### src/rtl/uart9_pkg.sv
package uart9_pkg;

  localparam int WORD_W    = 8;
  localparam int FRAME_MAX = 11;   // start + 8 data + extra + stop

  typedef enum logic [1:0] {
    RX_IDLE,
    RX_START,
    RX_BITS,
    RX_STOP
  } rxState_t;

  // Strobes from the control to the datapath
  typedef struct packed {
    logic       txLoad;
    logic       txShift;
    logic       rxArm;
    logic       rxSample;
    logic [2:0] rxIdx;
    logic       rxToX;
    logic       rxPush;
    logic       rxStopBad;
  } ctrlStrobes_t;

  typedef struct packed {
    logic              frameErr;
    logic              xbit;
    logic [WORD_W-1:0] data;
  } rxWord_t;

endpackage

### src/rtl/uart9_ctrl.sv
module uart9_ctrl
  import uart9_pkg::*;
#(
  parameter int OVS   = 16,
  parameter int DIV_W = 4
) (
  input  logic             clk,
  input  logic             rstN,
  input  logic             cfgWe,
  input  logic [DIV_W-1:0] cfgDivIn,
  input  logic             cfgSevenIn,
  input  logic             cfgXbitEnIn,
  input  logic             cfgFifoOffIn,
  output logic [DIV_W-1:0] cfgDiv,
  output logic             cfgSeven,
  output logic             cfgXbitEn,
  output logic             cfgFifoOff,
  input  logic             txValid,
  output logic             txBusy,
  input  logic             lineSync,
  output ctrlStrobes_t     stb
);

  localparam int SUB_W = $clog2(OVS);
  localparam int CNT_W = $clog2(OVS * (1 << DIV_W));
  localparam logic [SUB_W-1:0] SUB_HALF = SUB_W'(OVS / 2 - 1);
  localparam logic [SUB_W-1:0] SUB_LAST = SUB_W'(OVS - 1);

  // ---------------- configuration register ----------------
  always_ff @(posedge clk or negedge rstN) begin
    if (!rstN) begin
      cfgDiv     <= '0;
      cfgSeven   <= 1'b0;
      cfgXbitEn  <= 1'b0;
      cfgFifoOff <= 1'b0;
    end else if (cfgWe) begin
      cfgDiv     <= cfgDivIn;
      cfgSeven   <= cfgSevenIn;
      cfgXbitEn  <= cfgXbitEnIn;
      cfgFifoOff <= cfgFifoOffIn;
    end
  end

  // ---------------- transmit sequencing ----------------
  logic [CNT_W-1:0] bitLenM1;
  logic [3:0]       txFrameBits;
  logic [CNT_W-1:0] txCnt;
  logic [CNT_W-1:0] txLenQ;
  logic [3:0]       txLeft;
  logic             txAccept;
  logic             txBoundary;

  always_comb begin
    bitLenM1    = CNT_W'((int'(cfgDiv) + 1) * OVS - 1);
    txFrameBits = 4'd2 + (cfgSeven ? 4'd7 : 4'd8) + {3'b000, cfgXbitEn};
  end

  assign txAccept   = txValid & ~txBusy;
  assign txBoundary = txBusy & (txCnt == txLenQ);

  always_ff @(posedge clk or negedge rstN) begin
    if (!rstN) begin
      txBusy <= 1'b0;
      txCnt  <= '0;
      txLenQ <= '0;
      txLeft <= '0;
    end else if (txAccept) begin
      txBusy <= 1'b1;
      txCnt  <= '0;
      txLenQ <= bitLenM1;
      txLeft <= txFrameBits - 4'd1;
    end else if (txBusy) begin
      if (txBoundary) begin
        txCnt <= '0;
        if (txLeft == 4'd0) txBusy <= 1'b0;
        else                txLeft <= txLeft - 4'd1;
      end else begin
        txCnt <= txCnt + 1'b1;
      end
    end
  end

  // ---------------- receive sequencing ----------------
  rxState_t         rxState;
  logic [DIV_W-1:0] rxDivQ;
  logic [DIV_W-1:0] divCnt;
  logic [SUB_W-1:0] subCnt;
  logic [3:0]       bitIdx;
  logic [3:0]       dataNQ;
  logic [3:0]       lastIdxQ;
  logic             linePrev;
  logic             tick;
  logic             falling;
  logic             subEnd;

  assign tick    = (divCnt == rxDivQ);
  assign falling = linePrev & ~lineSync;
  assign subEnd  = tick & (subCnt == SUB_LAST);

  always_ff @(posedge clk or negedge rstN) begin
    if (!rstN) begin
      rxState  <= RX_IDLE;
      rxDivQ   <= '0;
      divCnt   <= '0;
      subCnt   <= '0;
      bitIdx   <= '0;
      dataNQ   <= 4'd8;
      lastIdxQ <= 4'd7;
      linePrev <= 1'b1;
    end else begin
      linePrev <= lineSync;
      if (rxState != RX_IDLE) divCnt <= tick ? '0 : divCnt + 1'b1;
      unique case (rxState)
        RX_IDLE: begin
          if (falling) begin
            rxState  <= RX_START;
            divCnt   <= '0;
            subCnt   <= '0;
            rxDivQ   <= cfgDiv;
            dataNQ   <= cfgSeven ? 4'd7 : 4'd8;
            lastIdxQ <= (cfgSeven ? 4'd6 : 4'd7) + {3'b000, cfgXbitEn};
          end
        end
        RX_START: begin
          if (tick) begin
            if (subCnt == SUB_HALF) begin
              subCnt <= '0;
              bitIdx <= '0;
              rxState <= lineSync ? RX_IDLE : RX_BITS;
            end else begin
              subCnt <= subCnt + 1'b1;
            end
          end
        end
        RX_BITS: begin
          if (tick) begin
            if (subCnt == SUB_LAST) begin
              subCnt <= '0;
              if (bitIdx == lastIdxQ) rxState <= RX_STOP;
              else                    bitIdx  <= bitIdx + 4'd1;
            end else begin
              subCnt <= subCnt + 1'b1;
            end
          end
        end
        RX_STOP: begin
          if (tick) begin
            if (subCnt == SUB_LAST) begin
              subCnt  <= '0;
              rxState <= RX_IDLE;
            end else begin
              subCnt <= subCnt + 1'b1;
            end
          end
        end
        default: rxState <= RX_IDLE;
      endcase
    end
  end

  // ---------------- strobes to the datapath ----------------
  always_comb begin
    stb           = '0;
    stb.txLoad    = txAccept;
    stb.txShift   = txBoundary;
    stb.rxArm     = (rxState == RX_IDLE) & falling;
    stb.rxSample  = (rxState == RX_BITS) & subEnd;
    stb.rxIdx     = bitIdx[2:0];
    stb.rxToX     = (bitIdx == dataNQ);
    stb.rxPush    = (rxState == RX_STOP) & subEnd;
    stb.rxStopBad = ~lineSync;
  end

endmodule

### src/rtl/uart9_dp.sv
module uart9_dp
  import uart9_pkg::*;
#(
  parameter int DEPTH       = 8,
  parameter int SYNC_STAGES = 2
) (
  input  logic              clk,
  input  logic              rstN,
  input  ctrlStrobes_t      stb,
  input  logic              cfgSeven,
  input  logic              cfgXbitEn,
  input  logic              cfgFifoOff,
  input  logic [WORD_W-1:0] txData,
  input  logic              txXbit,
  output logic              serialOut,
  input  logic              serialIn,
  output logic              lineSync,
  input  logic              rxRead,
  output logic              rxAvail,
  output rxWord_t           rxHead,
  output logic              rxOverrun
);

  localparam int PTR_W = (DEPTH > 1) ? $clog2(DEPTH) : 1;
  localparam int CNT_W = $clog2(DEPTH + 1);

  // ---------------- input synchroniser ----------------
  logic [SYNC_STAGES-1:0] syncQ;

  generate
    if (SYNC_STAGES == 1) begin : g_sync1
      always_ff @(posedge clk or negedge rstN) begin
        if (!rstN) syncQ <= '1;
        else       syncQ <= serialIn;
      end
    end else begin : g_syncN
      always_ff @(posedge clk or negedge rstN) begin
        if (!rstN) syncQ <= '1;
        else       syncQ <= {syncQ[SYNC_STAGES-2:0], serialIn};
      end
    end
  endgenerate

  assign lineSync = syncQ[SYNC_STAGES-1];

  // ---------------- transmit frame and shifter ----------------
  logic [FRAME_MAX-1:0] txFrame;
  logic [FRAME_MAX-1:0] txSh;

  always_comb begin
    txFrame    = '1;
    txFrame[0] = 1'b0;
    for (int i = 0; i < WORD_W; i++) begin
      if (i < WORD_W - 1 || !cfgSeven) txFrame[1 + i] = txData[i];
    end
    if (cfgXbitEn) begin
      if (cfgSeven) txFrame[WORD_W]     = txXbit;
      else          txFrame[WORD_W + 1] = txXbit;
    end
  end

  always_ff @(posedge clk or negedge rstN) begin
    if (!rstN)            txSh <= '1;
    else if (stb.txLoad)  txSh <= txFrame;
    else if (stb.txShift) txSh <= {1'b1, txSh[FRAME_MAX-1:1]};
  end

  assign serialOut = txSh[0];

  // ---------------- receive assembly ----------------
  logic [WORD_W-1:0] accData;
  logic              accX;

  always_ff @(posedge clk or negedge rstN) begin
    if (!rstN) begin
      accData <= '0;
      accX    <= 1'b0;
    end else if (stb.rxArm) begin
      accData <= '0;
      accX    <= 1'b0;
    end else if (stb.rxSample) begin
      if (stb.rxToX) accX <= lineSync;
      else           accData[stb.rxIdx] <= lineSync;
    end
  end

  // ---------------- receive queue ----------------
  rxWord_t          mem [DEPTH];
  rxWord_t          newWord;
  logic [PTR_W-1:0] wrPtr;
  logic [PTR_W-1:0] rdPtr;
  logic [CNT_W-1:0] count;
  logic             full;
  logic             doPush;
  logic             doPop;

  assign newWord = '{frameErr: stb.rxStopBad, xbit: accX, data: accData};
  assign full    = cfgFifoOff ? (count != '0) : (count == CNT_W'(DEPTH));
  assign doPush  = stb.rxPush & ~full;
  assign doPop   = rxRead & (count != '0);

  always_ff @(posedge clk) begin
    if (doPush) mem[wrPtr] <= newWord;
  end

  always_ff @(posedge clk or negedge rstN) begin
    if (!rstN) begin
      wrPtr     <= '0;
      rdPtr     <= '0;
      count     <= '0;
      rxOverrun <= 1'b0;
    end else begin
      if (doPush) wrPtr <= (wrPtr == PTR_W'(DEPTH - 1)) ? '0 : wrPtr + 1'b1;
      if (doPop)  rdPtr <= (rdPtr == PTR_W'(DEPTH - 1)) ? '0 : rdPtr + 1'b1;
      count <= count + CNT_W'(doPush) - CNT_W'(doPop);
      if (stb.rxPush && full) rxOverrun <= 1'b1;
      else if (doPop)         rxOverrun <= 1'b0;
    end
  end

  assign rxAvail = (count != '0);
  assign rxHead  = mem[rdPtr];

endmodule

### src/rtl/uart9_top.sv
module uart9_top
  import uart9_pkg::*;
#(
  parameter int OVS        = 16,
  parameter int DIV_W      = 4,
  parameter int FIFO_DEPTH = 8
) (
  input  logic             clk,
  input  logic             rstN,
  input  logic             cfgWe,
  input  logic [DIV_W-1:0] cfgDivIn,
  input  logic             cfgSevenIn,
  input  logic             cfgXbitEnIn,
  input  logic             cfgFifoOffIn,
  output logic [DIV_W-1:0] cfgDivOut,
  output logic             cfgSevenOut,
  output logic             cfgXbitEnOut,
  output logic             cfgFifoOffOut,
  input  logic             txValid,
  input  logic [7:0]       txData,
  input  logic             txXbit,
  output logic             txBusy,
  output logic             serialOut,
  input  logic             serialIn,
  input  logic             rxRead,
  output logic             rxAvail,
  output logic [7:0]       rxData,
  output logic             rxXbit,
  output logic             rxFrameErr,
  output logic             rxOverrun
);

  ctrlStrobes_t stb;
  logic         lineSync;
  rxWord_t      rxHead;

  uart9_ctrl #(.OVS(OVS), .DIV_W(DIV_W)) u_ctrl (
    .clk          (clk),
    .rstN         (rstN),
    .cfgWe        (cfgWe),
    .cfgDivIn     (cfgDivIn),
    .cfgSevenIn   (cfgSevenIn),
    .cfgXbitEnIn  (cfgXbitEnIn),
    .cfgFifoOffIn (cfgFifoOffIn),
    .cfgDiv       (cfgDivOut),
    .cfgSeven     (cfgSevenOut),
    .cfgXbitEn    (cfgXbitEnOut),
    .cfgFifoOff   (cfgFifoOffOut),
    .txValid      (txValid),
    .txBusy       (txBusy),
    .lineSync     (lineSync),
    .stb          (stb)
  );

  uart9_dp #(.DEPTH(FIFO_DEPTH), .SYNC_STAGES(2)) u_dp (
    .clk        (clk),
    .rstN       (rstN),
    .stb        (stb),
    .cfgSeven   (cfgSevenOut),
    .cfgXbitEn  (cfgXbitEnOut),
    .cfgFifoOff (cfgFifoOffOut),
    .txData     (txData),
    .txXbit     (txXbit),
    .serialOut  (serialOut),
    .serialIn   (serialIn),
    .lineSync   (lineSync),
    .rxRead     (rxRead),
    .rxAvail    (rxAvail),
    .rxHead     (rxHead),
    .rxOverrun  (rxOverrun)
  );

  assign rxData     = rxHead.data;
  assign rxXbit     = rxHead.xbit;
  assign rxFrameErr = rxHead.frameErr;

endmodule

### config.mk
export PLATFORM = sky130hd
export DESIGN_NAME = uart9_top
export DESIGN_NICKNAME = d
export VERILOG_FILES = /design/src/rtl/uart9_pkg.sv /design/src/rtl/uart9_ctrl.sv /design/src/rtl/uart9_dp.sv /design/src/rtl/uart9_top.sv
export SDC_FILE = /design/constraint.sdc
export NUM_CORES = 1
export LEC_CHECK = 0
export CAP_MARGIN = 20
export CORE_AREA = 2 2 98 124
export CTS_BUF_LIST = sky130_fd_sc_hd__clkbuf_16
export CTS_CLUSTER_SIZE = 20
export DETAILED_ROUTE_END_ITERATION = 8
export DIE_AREA = 0 0 100 126
export PLACE_DENSITY = 0.84
export SLEW_MARGIN = 20
export SYNTH_ARGS = -nofsm -noshare
export SYNTH_HDL_FRONTEND = slang
export SYNTH_SLANG_ARGS = --single-unit
### constraint.sdc
create_clock -name clk -period 7.35 [get_ports clk]
set_input_delay 1.47 -clock clk [delete_from_list [all_inputs] [get_ports clk]]
set_output_delay 1.47 -clock clk [all_outputs]
set_load 0.01 [all_outputs]
==> results of run 1 <==
==> power groups by stage <==
| stage | Combinational (W) | Sequential [W] | Clock [W] |
|---|---|---|---|
| floorplan | 0.000534 | 0.00121 | 0 |
| global placement | 0.000639 | 0.00127 | 0 |
| detailed placement | 0.000676 | 0.00127 | 0 |
| CTS | 0.000684 | 0.00126 | 0.000910 |
| global route | 0.000755 | 0.00129 | 0.000946 |
| finish | 0.000675 | 0.00126 | 0.000897 |
==> cells in the mapped netlist, types with 12 or more instances <==
library cell,number
nand2_1,74
edfxtp_1,80
ha_1,19
nor2_1,23
mux2_2,17
dfrtp_1,65
clkbuf_1,19
dfstp_2,16
nand3_1,13
mux4_2,20
inv_1,16
o21ai_0,27
a21oi_1,12
==> critical path, stage by stage, from the launching register on <==
cell and delay, ns:
dfrtp_1 0.57, buf_4 0.39, mux4_2 0.57, mux2_2 0.29, clkdlybuf4s50_1 0.49
==> per-stage QoR <==
stage	hold slack, ns	cell area [um^2]	utilization (%)	total power [W]
2_1_floorplan	0.345	7210	-	0.00174
4_1_cts	0.357	8360	73.0	0.00285
3_3_place_gp	0.347	7750	67.7	0.00191
5_1_grt	0.363	8370	73.1	0.00299
6_report	0.357	8370	73.1	0.00283
3_5_place_dp	0.348	7750	67.7	0.00195
==> cells in the final DEF, fill, tap and decap left out, types with 6 or more instances in the layout <==
cell type | Yosys | final
buf_4 | 1 | 6
nand3_1 | 13 | 13
a21oi_1 | 12 | 12
dfrtp_1 | 65 | 65
nand2_1 | 74 | 74
mux4_2 | 20 | 20
a31oi_1 | 6 | 6
mux2i_1 | 6 | 6
mux2_2 | 17 | 17
xnor2_1 | 11 | 11
o31ai_1 | 6 | 6
inv_1 | 16 | 17
nor2_1 | 23 | 22
clkbuf_16 | 0 | 17
dfstp_2 | 16 | 16
xor2_1 | 9 | 9
edfxtp_1 | 80 | 80
ha_1 | 19 | 19
o21ai_0 | 27 | 27
clkdlybuf4s50_1 | 0 | 41
a221o_1 | 7 | 7
nor3_1 | 11 | 9
==> cells by family after synthesis <==
kind of cell    Yosys count
xor+xnor                 20
fa+ha+maj                20
flops                   161
simple gates            166
mux                      43
compound gates           89
buf+inv                  45
==> layer usage <==
layer	GRT usage, %	vias to the layer above
met1	28.4	2276
met2	39.9	101
met5	0	-
li1	-	2106
met4	7.49	0
met3	5.05	17
==> final timing paths <==
kind                                           startpoint                            to  cells past startpoint  slack [ns]
worst max-delay path            u_dp.rdPtr[0]$_DFFE_PN0P_                     rxData[6]                      4        3.14
min in group asynchronous                            rstN  u_ctrl.txLenQ[3]$_DFFE_PN0P_                      1        1.07
worst max register to register    u_dp.count[2]$_DFF_PN0_      u_dp.mem[5][7]$_DFFE_PP_                      8        4.18
max in group asynchronous                            rstN   u_dp.accData[1]$_DFFE_PN0P_                      1        5.76
worst min-delay path              u_dp.syncQ[0]$_DFF_PN1_       u_dp.syncQ[1]$_DFF_PN1_                      0        0.36
worst min register to register    u_dp.syncQ[0]$_DFF_PN1_       u_dp.syncQ[1]$_DFF_PN1_                      0        0.36
==> cell type report <==
cell class | instances | area, um^2
clock buffers | 17 | 425
clock inverters | 15 | 184
fillers | 733 | 3080
inverters | 17 | 68.8
multi-input cells | 338 | 2610
flip-flops and latches | 161 | 4450
well taps | 138 | 173
repair buffers | 48 | 467
==> sequential cells by signal, indices dropped and copies added (netlist names), 5 cells and up, named ones only <==
signal / flops
u_ctrl.txLenQ: 5
u_dp.txSh: 10
u_dp.mem: 80
u_dp.accData: 8
u_ctrl.txCnt: 8
==> run metrics, run 1 <==
status finished clean; die width 100 um; CTS Buf Count 17; CTS Hold Bufs 0; Root Buffer clkbuf_16; mux cell area share after synthesis 9.73%; DR iter-0 viols between 300 and 400; CTS resizes 0; row count 44; ANT cells 0; Area growth syn-to-layout 16.1%; WL per Instance roughly 18 um; CTS max path bufs 2; Hold Crit Class flop to flop; main combinational cell family by area after synthesis simple AND/OR/NAND/NOR gates; CP Launch Type flop; ys async rst share 50.3%; Worst slew margin 27.1%; Synth Instances around 540; Met3 Wirelength 514 um; Worst EP arrival 2.74 ns; Core ar. ~11000 um^2; initial antenna violation count 0; Psw around 0.00084 W; Top-Level Pins 43; Switching Fraction between 20% and 30%; Synth top area share 33.3%; Compound-Gate Fraction of Synth Area 8.17%; Final TNS setup 0 ns; maximum level of the CTS H-tree 4; port bufs 42; final cell count without fillers 734; total gr overflow 0; Placed Cells 701; Tightest Pin Transition ~1.1 ns; leakage approximately 3.2 nW; dominant synthesized flop cell edfxtp_1; final-report hold violation count 0; vias in the first global route ~4600; nets ~630; global-route usage over all layers 22.9%; setup bufs post-CTS 0; Clk pin slew, worst setup/hold paths around 0.060 ns; clk_skew 0.0120 ns; Area contributors post-synth edfxtp_1 33%, dfrtp_1 23%, mux4_2 6.2%; Simple-Gate Fraction of Synth Area 11.8%; DP Wirelength 8570 um; clock power share between 30% and 40%; cell-internal power ~0.002 W; PnR worst setup slack 3.14 ns; CP required roughly 5.9 ns; register share of total power between 40% and 50%; routed via count 4500; Synth Net Count 586; post-route ant nets 0; gp weighted congestion 0.850; DRT Wirelength 13400 um; routed vias/inst 6.13; Tmin final around 4.2 ns; CP Capture Type output pin; final period utilization between 50% and 60%; XOR/XNOR Fraction of Synth Area 2.43%; worst-skew pair later-pin latency 0.42 ns; unrepaired setup endpoints after global routing no; Final Max Slew Viols 0; unique cell type count in the Yosys netlist 64; clock net sink count roughly 160; Die Ht 126 um; # setup viols final 0; WS Path Type flop to output pin; worst slack, placed 3.58 ns; post-synthesis adder-cell area fraction 3.57%; peak supply drop 0.000200 V; leading area contributor after synthesis edfxtp_1; largest net degree at the start of global routing roughly 80; worst-path fanout max 17; drt drc 0; power density over the cells 339 nW/um^2; met2 WL 7280 um; max frequency 0.238 GHz; number of synthesized register bits 161; cell area after synthesis 7210 um^2; layout cells sized above 1 18.0%; post-synthesis sequential area ratio 61.7%; CTS tree done; initial core utilization 63.0%; TritonRoute pass-1 iters 4; Avg Cell Area, Syn ~13 um^2; first-pass GRT wire length 22200 um; warnings from Yosys 0; Max Used Layer met4; Metal-1 WL 5380 um; Die ar. 12600 um^2; MaxCap Viol Count 0; Post-synth EDFFs 80; Comb power frac 23.8%
Note: power is estimated with default switching activity, not from simulation.
==> run 2: changes to the inputs <==
--- a/config.mk
+++ b/config.mk
@@ -6,12 +6,12 @@
 export NUM_CORES = 1
 export LEC_CHECK = 0
 export CAP_MARGIN = 20
-export CORE_AREA = 2 2 98 124
+export CORE_AREA = 2 2 102 129
 export CTS_BUF_LIST = sky130_fd_sc_hd__clkbuf_16
 export CTS_CLUSTER_SIZE = 20
 export DETAILED_ROUTE_END_ITERATION = 8
-export DIE_AREA = 0 0 100 126
-export PLACE_DENSITY = 0.84
+export DIE_AREA = 0 0 104 131
+export PLACE_DENSITY = 0.78
 export SLEW_MARGIN = 20
 export SYNTH_ARGS = -nofsm -noshare
 export SYNTH_HDL_FRONTEND = slang
==> constraint.sdc (replaced) <==
create_clock -name clk -period 4.04 [get_ports clk]
set_input_delay 0.808 -clock clk [delete_from_list [all_inputs] [get_ports clk]]
set_output_delay 0.808 -clock clk [all_outputs]
set_load 0.01 [all_outputs]
==> run 2 against run 1 <==
Effect of this change: sequential share of layout area stayed put; clock-buffer cell count stayed put; clock power is 72% higher; sequential power is 82% higher; core utilization is 5.8 points lower.
==> run metrics, run 2 (synthesis gave the netlist of run 1 again) <==
Worst Min Path Start u_dp.syncQ[0]$_DFF_PN1_; Root Buffer clkbuf_16; unrepaired setup endpoints after global routing no; post-route ant nets 0; ANT cells 0; worst hold stages 0; total gr overflow 0; WS Path Type flop to output pin; status finished clean; CTS tree done; row count 46; Tmin final 3.42 ns; PnR worst setup slack roughly 0.62 ns; Worst slew margin 36.0%; commonest non-fill, non-tap cell in the layout edfxtp_1; FF-to-FF setup slack 1.06 ns; clock net sink count around 160; most frequent cells in the layout 80 x edfxtp_1, 74 x nand2_1, 65 x dfrtp_1; Core ar. 12400 um^2; setup bufs post-CTS 0; Clk pin slew, worst setup/hold paths about 0.060 ns; peak supply drop 0.000319 V; CP Launch Type flop; CTS Hold Bufs 0; Top-Level Pins 43; clk_skew 0.00941 ns; Reg-to-Reg Start u_ctrl.divCnt[0]$_DFF_PN0_; initial antenna violation count 0; port bufs 42; Tightest Pin Transition 0.960 ns; CTS Buf Count 17; CP required 3.23 ns; nets 628; DP Wirelength 8810 um; Final TNS setup 0 ns; Reg with most FFs u_dp.mem; MaxCap Viol Count 0; maximum level of the CTS H-tree 4; CP Capture Type output pin; die width 104 um; reg-to-reg endpoint u_dp.mem[3][3]$_DFFE_PP_; leakage 3.18 nW; CTS max path bufs 2; max frequency ~0.29 GHz; global-route usage over all layers 21.9%; initial core utilization about three fifths; gp weighted congestion 0.804; DRT Wirelength 13900 um; routed vias/inst 5.94; routed via count 4553; Die ar. 13600 um^2; Hold Path End u_dp.syncQ[1]$_DFF_PN1_; CTS resizes 0; Largest register FFs 80; worst slack, placed 1.05 ns; largest net degree at the start of global routing between 80 and 90; Worst EP arrival 2.61 ns; WL per Instance 18.1 um; final-report hold violation count 0; TritonRoute pass-1 iters 5; Final Max Slew Viols 0; Hold Crit Class flop to flop; worst-skew pair later-pin latency roughly 0.42 ns; # setup viols final 0; vias in the first global route around 4600; post-route total power 0.00508 W; largest registers u_dp.mem x80, u_dp.txSh x10; power density over the cells 607 nW/um^2; final period utilization between 80% and 90%; layout cells sized above 1 between 10% and 20%; r2r worst-path depth 6; worst-path fanout max 22; Die Ht 131 um; first-pass GRT wire length around 23000 um; drt drc 0; DR iter-0 viols 276; Area growth syn-to-layout 16.1%
==> run 2: changes by cell type in the layout (fill, tap and decap cells not counted), sizes merged <==
cell      delta
inv          -2
bufinv       -1
clkinv       +5
clkinvlp     -2
buf          +3
==> run 2: cell type report <==
| class | instances | area (um^2) |
|---|---|---|
| Sequential cell | 161 | 4450 |
| Fill cell | 891 | 4060 |
| Multi-Input combinational cell | 338 | 2580 |
| Timing Repair Buffer | 51 | 489 |
| Clock buffer | 17 | 425 |
| Tap cell | 168 | 210 |
| Clock inverter | 15 | 145 |
| Inverter | 17 | 68.8 |
==> run 2: per-stage QoR <==
| step | hold slack (ns) | utilization [%] | area (um^2) | std cells |
|---|---|---|---|---|
| 2_1_floorplan | 0.345 | - | 7210 | 544 |
| 3_3_place_gp | 0.348 | 62.7 | 7800 | 735 |
| 3_5_place_dp | 0.350 | 62.7 | 7800 | 735 |
| 5_1_grt | 0.364 | 67.4 | 8370 | 767 |
| 6_report | 0.358 | 67.4 | 8370 | 767 |
| 4_1_cts | 0.359 | 67.3 | 8370 | 767 |
==> run 2: worst max path at each step <==
stage | from | end | slack [ns] | cells past startpoint
CTS | u_dp.rdPtr[1]$_DFFE_PN0P_ | rxData[6] | 0.62 | 3
floorplan | u_dp.count[2]$_DFF_PN0_ | u_dp.mem[4][0]$_DFFE_PP_ | 0.77 | 7
finish | u_dp.rdPtr[1]$_DFFE_PN0P_ | rxData[6] | 0.62 | 3
detailed placement | u_dp.count[2]$_DFF_PN0_ | u_dp.mem[5][4]$_DFFE_PP_ | 1.05 | 8
global placement | u_dp.rdPtr[1]$_DFFE_PN0P_ | rxData[6] | 1.14 | 3
global route | u_dp.rdPtr[1]$_DFFE_PN0P_ | rxData[6] | 0.55 | 3
==> run 2: where the power goes <==
| part | internal [W] | leakage, nW | switching, W |
|---|---|---|---|
| clock | 0.000905 | 0.280 | 0.000634 |
| sequential | 0.00200 | 1.66 | 0.000296 |
| combinational | 0.000656 | 1.24 | 0.000593 |
==> run 2: worst max-delay path, cell delays in order, from the launching register on <==
cell,delay (ns)
dfrtp_1,0.97
mux4_2,0.42
mux2_2,0.30
clkdlybuf4s50_1,0.50
==> run 2: per-layer routing <==
layer	wire length [um]	track usage [%]
met5	0	0
met4	221	7.71
met3	492	5.01
met2	7590	40.3
met1	5570	25.6
==> run 3: changes to the inputs <==
--- a/config.mk
+++ b/config.mk
@@ -6,12 +6,12 @@
 export NUM_CORES = 1
 export LEC_CHECK = 0
 export CAP_MARGIN = 20
-export CORE_AREA = 2 2 102 129
+export CORE_AREA = 2 2 107 135
 export CTS_BUF_LIST = sky130_fd_sc_hd__clkbuf_16
 export CTS_CLUSTER_SIZE = 20
 export DETAILED_ROUTE_END_ITERATION = 8
-export DIE_AREA = 0 0 104 131
-export PLACE_DENSITY = 0.78
+export DIE_AREA = 0 0 109 137
+export PLACE_DENSITY = 0.75
 export SLEW_MARGIN = 20
 export SYNTH_ARGS = -nofsm -noshare
 export SYNTH_HDL_FRONTEND = slang
==> constraint.sdc (replaced) <==
create_clock -name clk -period 2.9 [get_ports clk]
set_input_delay 0.58 -clock clk [delete_from_list [all_inputs] [get_ports clk]]
set_output_delay 0.58 -clock clk [all_outputs]
set_load 0.01 [all_outputs]
==> run 3 against run 2 <==
Effect of this change: first-iteration DRC count is 2.2% higher; flip-flop and latch count unchanged; clock skew hardly changed; combinational power increased by 46%; clock power up 49%; critical endpoint unchanged; largest power group unchanged; highest routed layer unchanged.
==> run metrics, run 3 (synthesis gave the netlist of run 1 again) <==
largest registers u_dp.mem x80, u_dp.txSh x10; largest net degree at the start of global routing 46; Reg with most FFs u_dp.mem; Reg-to-Reg Start u_dp.count[2]$_DFF_PN0_; initial antenna violation count 0; CP required 2.32 ns; Top delay family on crit path multiplexers; hold slack 0.159 ns; MaxCap Viol Count 0; Clk pin slew, worst setup/hold paths roughly 0.07 ns; # fillers 1008; Die Ht ~140 um; Crit-path slowest cell mux4_2; Hold Crit Class primary input to asynchronous set/reset pin; WL per Instance 17.4 um; r2r worst-path depth 9; CTS Buf Count 17; post-route total power 0.00725 W; setup bufs post-CTS 0; TritonRoute pass-1 iters 5; Crit path buffers/inverters 2; die width 109 um; vias in the first global route 4562; FF-to-FF setup slack 0.29 ns; CTS tree done; initial core utilization 52.9%; Die ar. 14900 um^2; layout cells sized above 1 19.3%; Largest register FFs 80; WP depth 4; status finished clean; DP Wirelength 8990 um; CP Launch Type flop; routed vias/inst ~5.8; first-pass GRT wire length 22700 um; reg-to-reg endpoint u_dp.mem[3][1]$_DFFE_PP_; leakage 3.30 nW; gp weighted congestion around 0.8; # setup viols final 0; PnR worst setup slack between 0.15 and 0.2 ns; DR iter-0 viols 282; clk_skew 0.00910 ns; CP Capture Type output pin; Final Max Slew Viols 0; Tmin final approximately 2.7 ns; worst slack, placed 0.322 ns; row count 48; unrepaired setup endpoints after global routing no; nets around 640; max frequency 0.366 GHz; CTS resizes 10; ANT cells 0; commonest non-fill, non-tap cell in the layout edfxtp_1; final period utilization 94.2%; CP cell instances buf_12 > mux4_2 > mux2_2 > dlygate4sd2_1; fin util 62.3%; power density over the cells 854 nW/um^2; DRT Wirelength 13600 um; Worst EP arrival 2.15 ns; port bufs 42; routed via count 4533; CTS Hold Bufs 0; drt drc 0; Final TNS setup 0 ns; total gr overflow 0; slowest cell delay on critical path 0.54 ns; peak supply drop about 0.00036 V; most frequent cells in the layout 80 x edfxtp_1, 74 x nand2_1, 65 x dfrtp_1; Tightest Pin Transition around 0.70 ns; worst-skew pair later-pin latency 0.42 ns; worst-path fanout max 23; CTS max path bufs 2; global-route usage over all layers 20.1%; final-report hold violation count 0; WS Path Type flop to output pin; clock net sink count between 150 and 200; maximum level of the CTS H-tree 4; post-route ant nets 0; Core ar. 13600 um^2; Top-Level Pins 43; Root Buffer clkbuf_16; Worst slew margin a little over half; Area growth syn-to-layout 17.6%
## run 3: cell count changes in the layout (fill, tap and decap cells not counted), sizes merged
cell / before / now
dlygate4sd2: 0 / 10
inv: 21 / 22
buf: 10 / 19
clkinv: 7 / 4
clkdlybuf4s50: 41 / 31
bufinv: 2 / 3
## run 3: routing by layer
| metal | share of wire [%] | GRT usage, % | routed length (um) | vias up |
|---|---|---|---|---|
| met4 | 1.3 | 6.98 | 176 | 0 |
| met2 | 53 | 34.7 | 7270 | 111 |
| li1 | - | - | - | 2125 |
| met5 | 0 | 0 | 0 | - |
| met1 | 41 | 24.7 | 5650 | 2282 |
| met3 | 3.9 | 4.52 | 526 | 15 |
## run 3: power breakdown
| part | leakage, nW | switching (W) | internal [W] |
|---|---|---|---|
| registers | 1.69 | 0.000356 | 0.00278 |
| logic | 1.31 | 0.000891 | 0.000928 |
| clock network | 0.294 | 0.000923 | 0.00137 |
## run 3: cell type report
| type | instances | area (um^2) | area share [%] |
|---|---|---|---|
| Tap cell | 175 | 219 | 2.58 |
| Timing Repair Buffer | 60 | 553 | 6.52 |
| Multi-Input combinational cell | 338 | 2590 | 30.5 |
| Clock inverter | 14 | 181 | 2.14 |
| Inverter | 17 | 68.8 | 0.811 |
| Clock buffer | 17 | 425 | 5.01 |
| Sequential cell | 161 | 4450 | 52.4 |
## run 3: how the worst max path moves through the flow
stage                                    startpoint                  endpoint  slack [ns]
after floorplan             u_dp.count[2]$_DFF_PN0_  u_dp.mem[6][0]$_DFFE_PP_        0.02
after global placement      u_dp.count[2]$_DFF_PN0_  u_dp.mem[5][6]$_DFFE_PP_        0.39
after detailed placement    u_dp.count[2]$_DFF_PN0_  u_dp.mem[5][6]$_DFFE_PP_        0.32
after CTS                 u_dp.rdPtr[0]$_DFFE_PN0P_                 rxData[6]        0.14
after global routing      u_dp.rdPtr[0]$_DFFE_PN0P_                 rxData[6]        0.10
final                     u_dp.rdPtr[0]$_DFFE_PN0P_                 rxData[6]        0.17
## run 3: worst reg2reg max path: cells and delay by family, from the launching register on
family	cells	cell delay, ns
AND/OR/NAND/NOR	4	1.19
adder cells (fa/ha/maj)	1	0.15
buffers and inverters	3	0.41
AO/OA/AOI/OAI	1	0.20
flip-flops	1	0.36
## run 3: per-stage QoR
stage,instances,instance area [um^2]
after floorplan,544,7230
after global placement,751,7890
after detailed placement,751,7890
after CTS,782,8490
after global routing,782,8490
final,782,8490
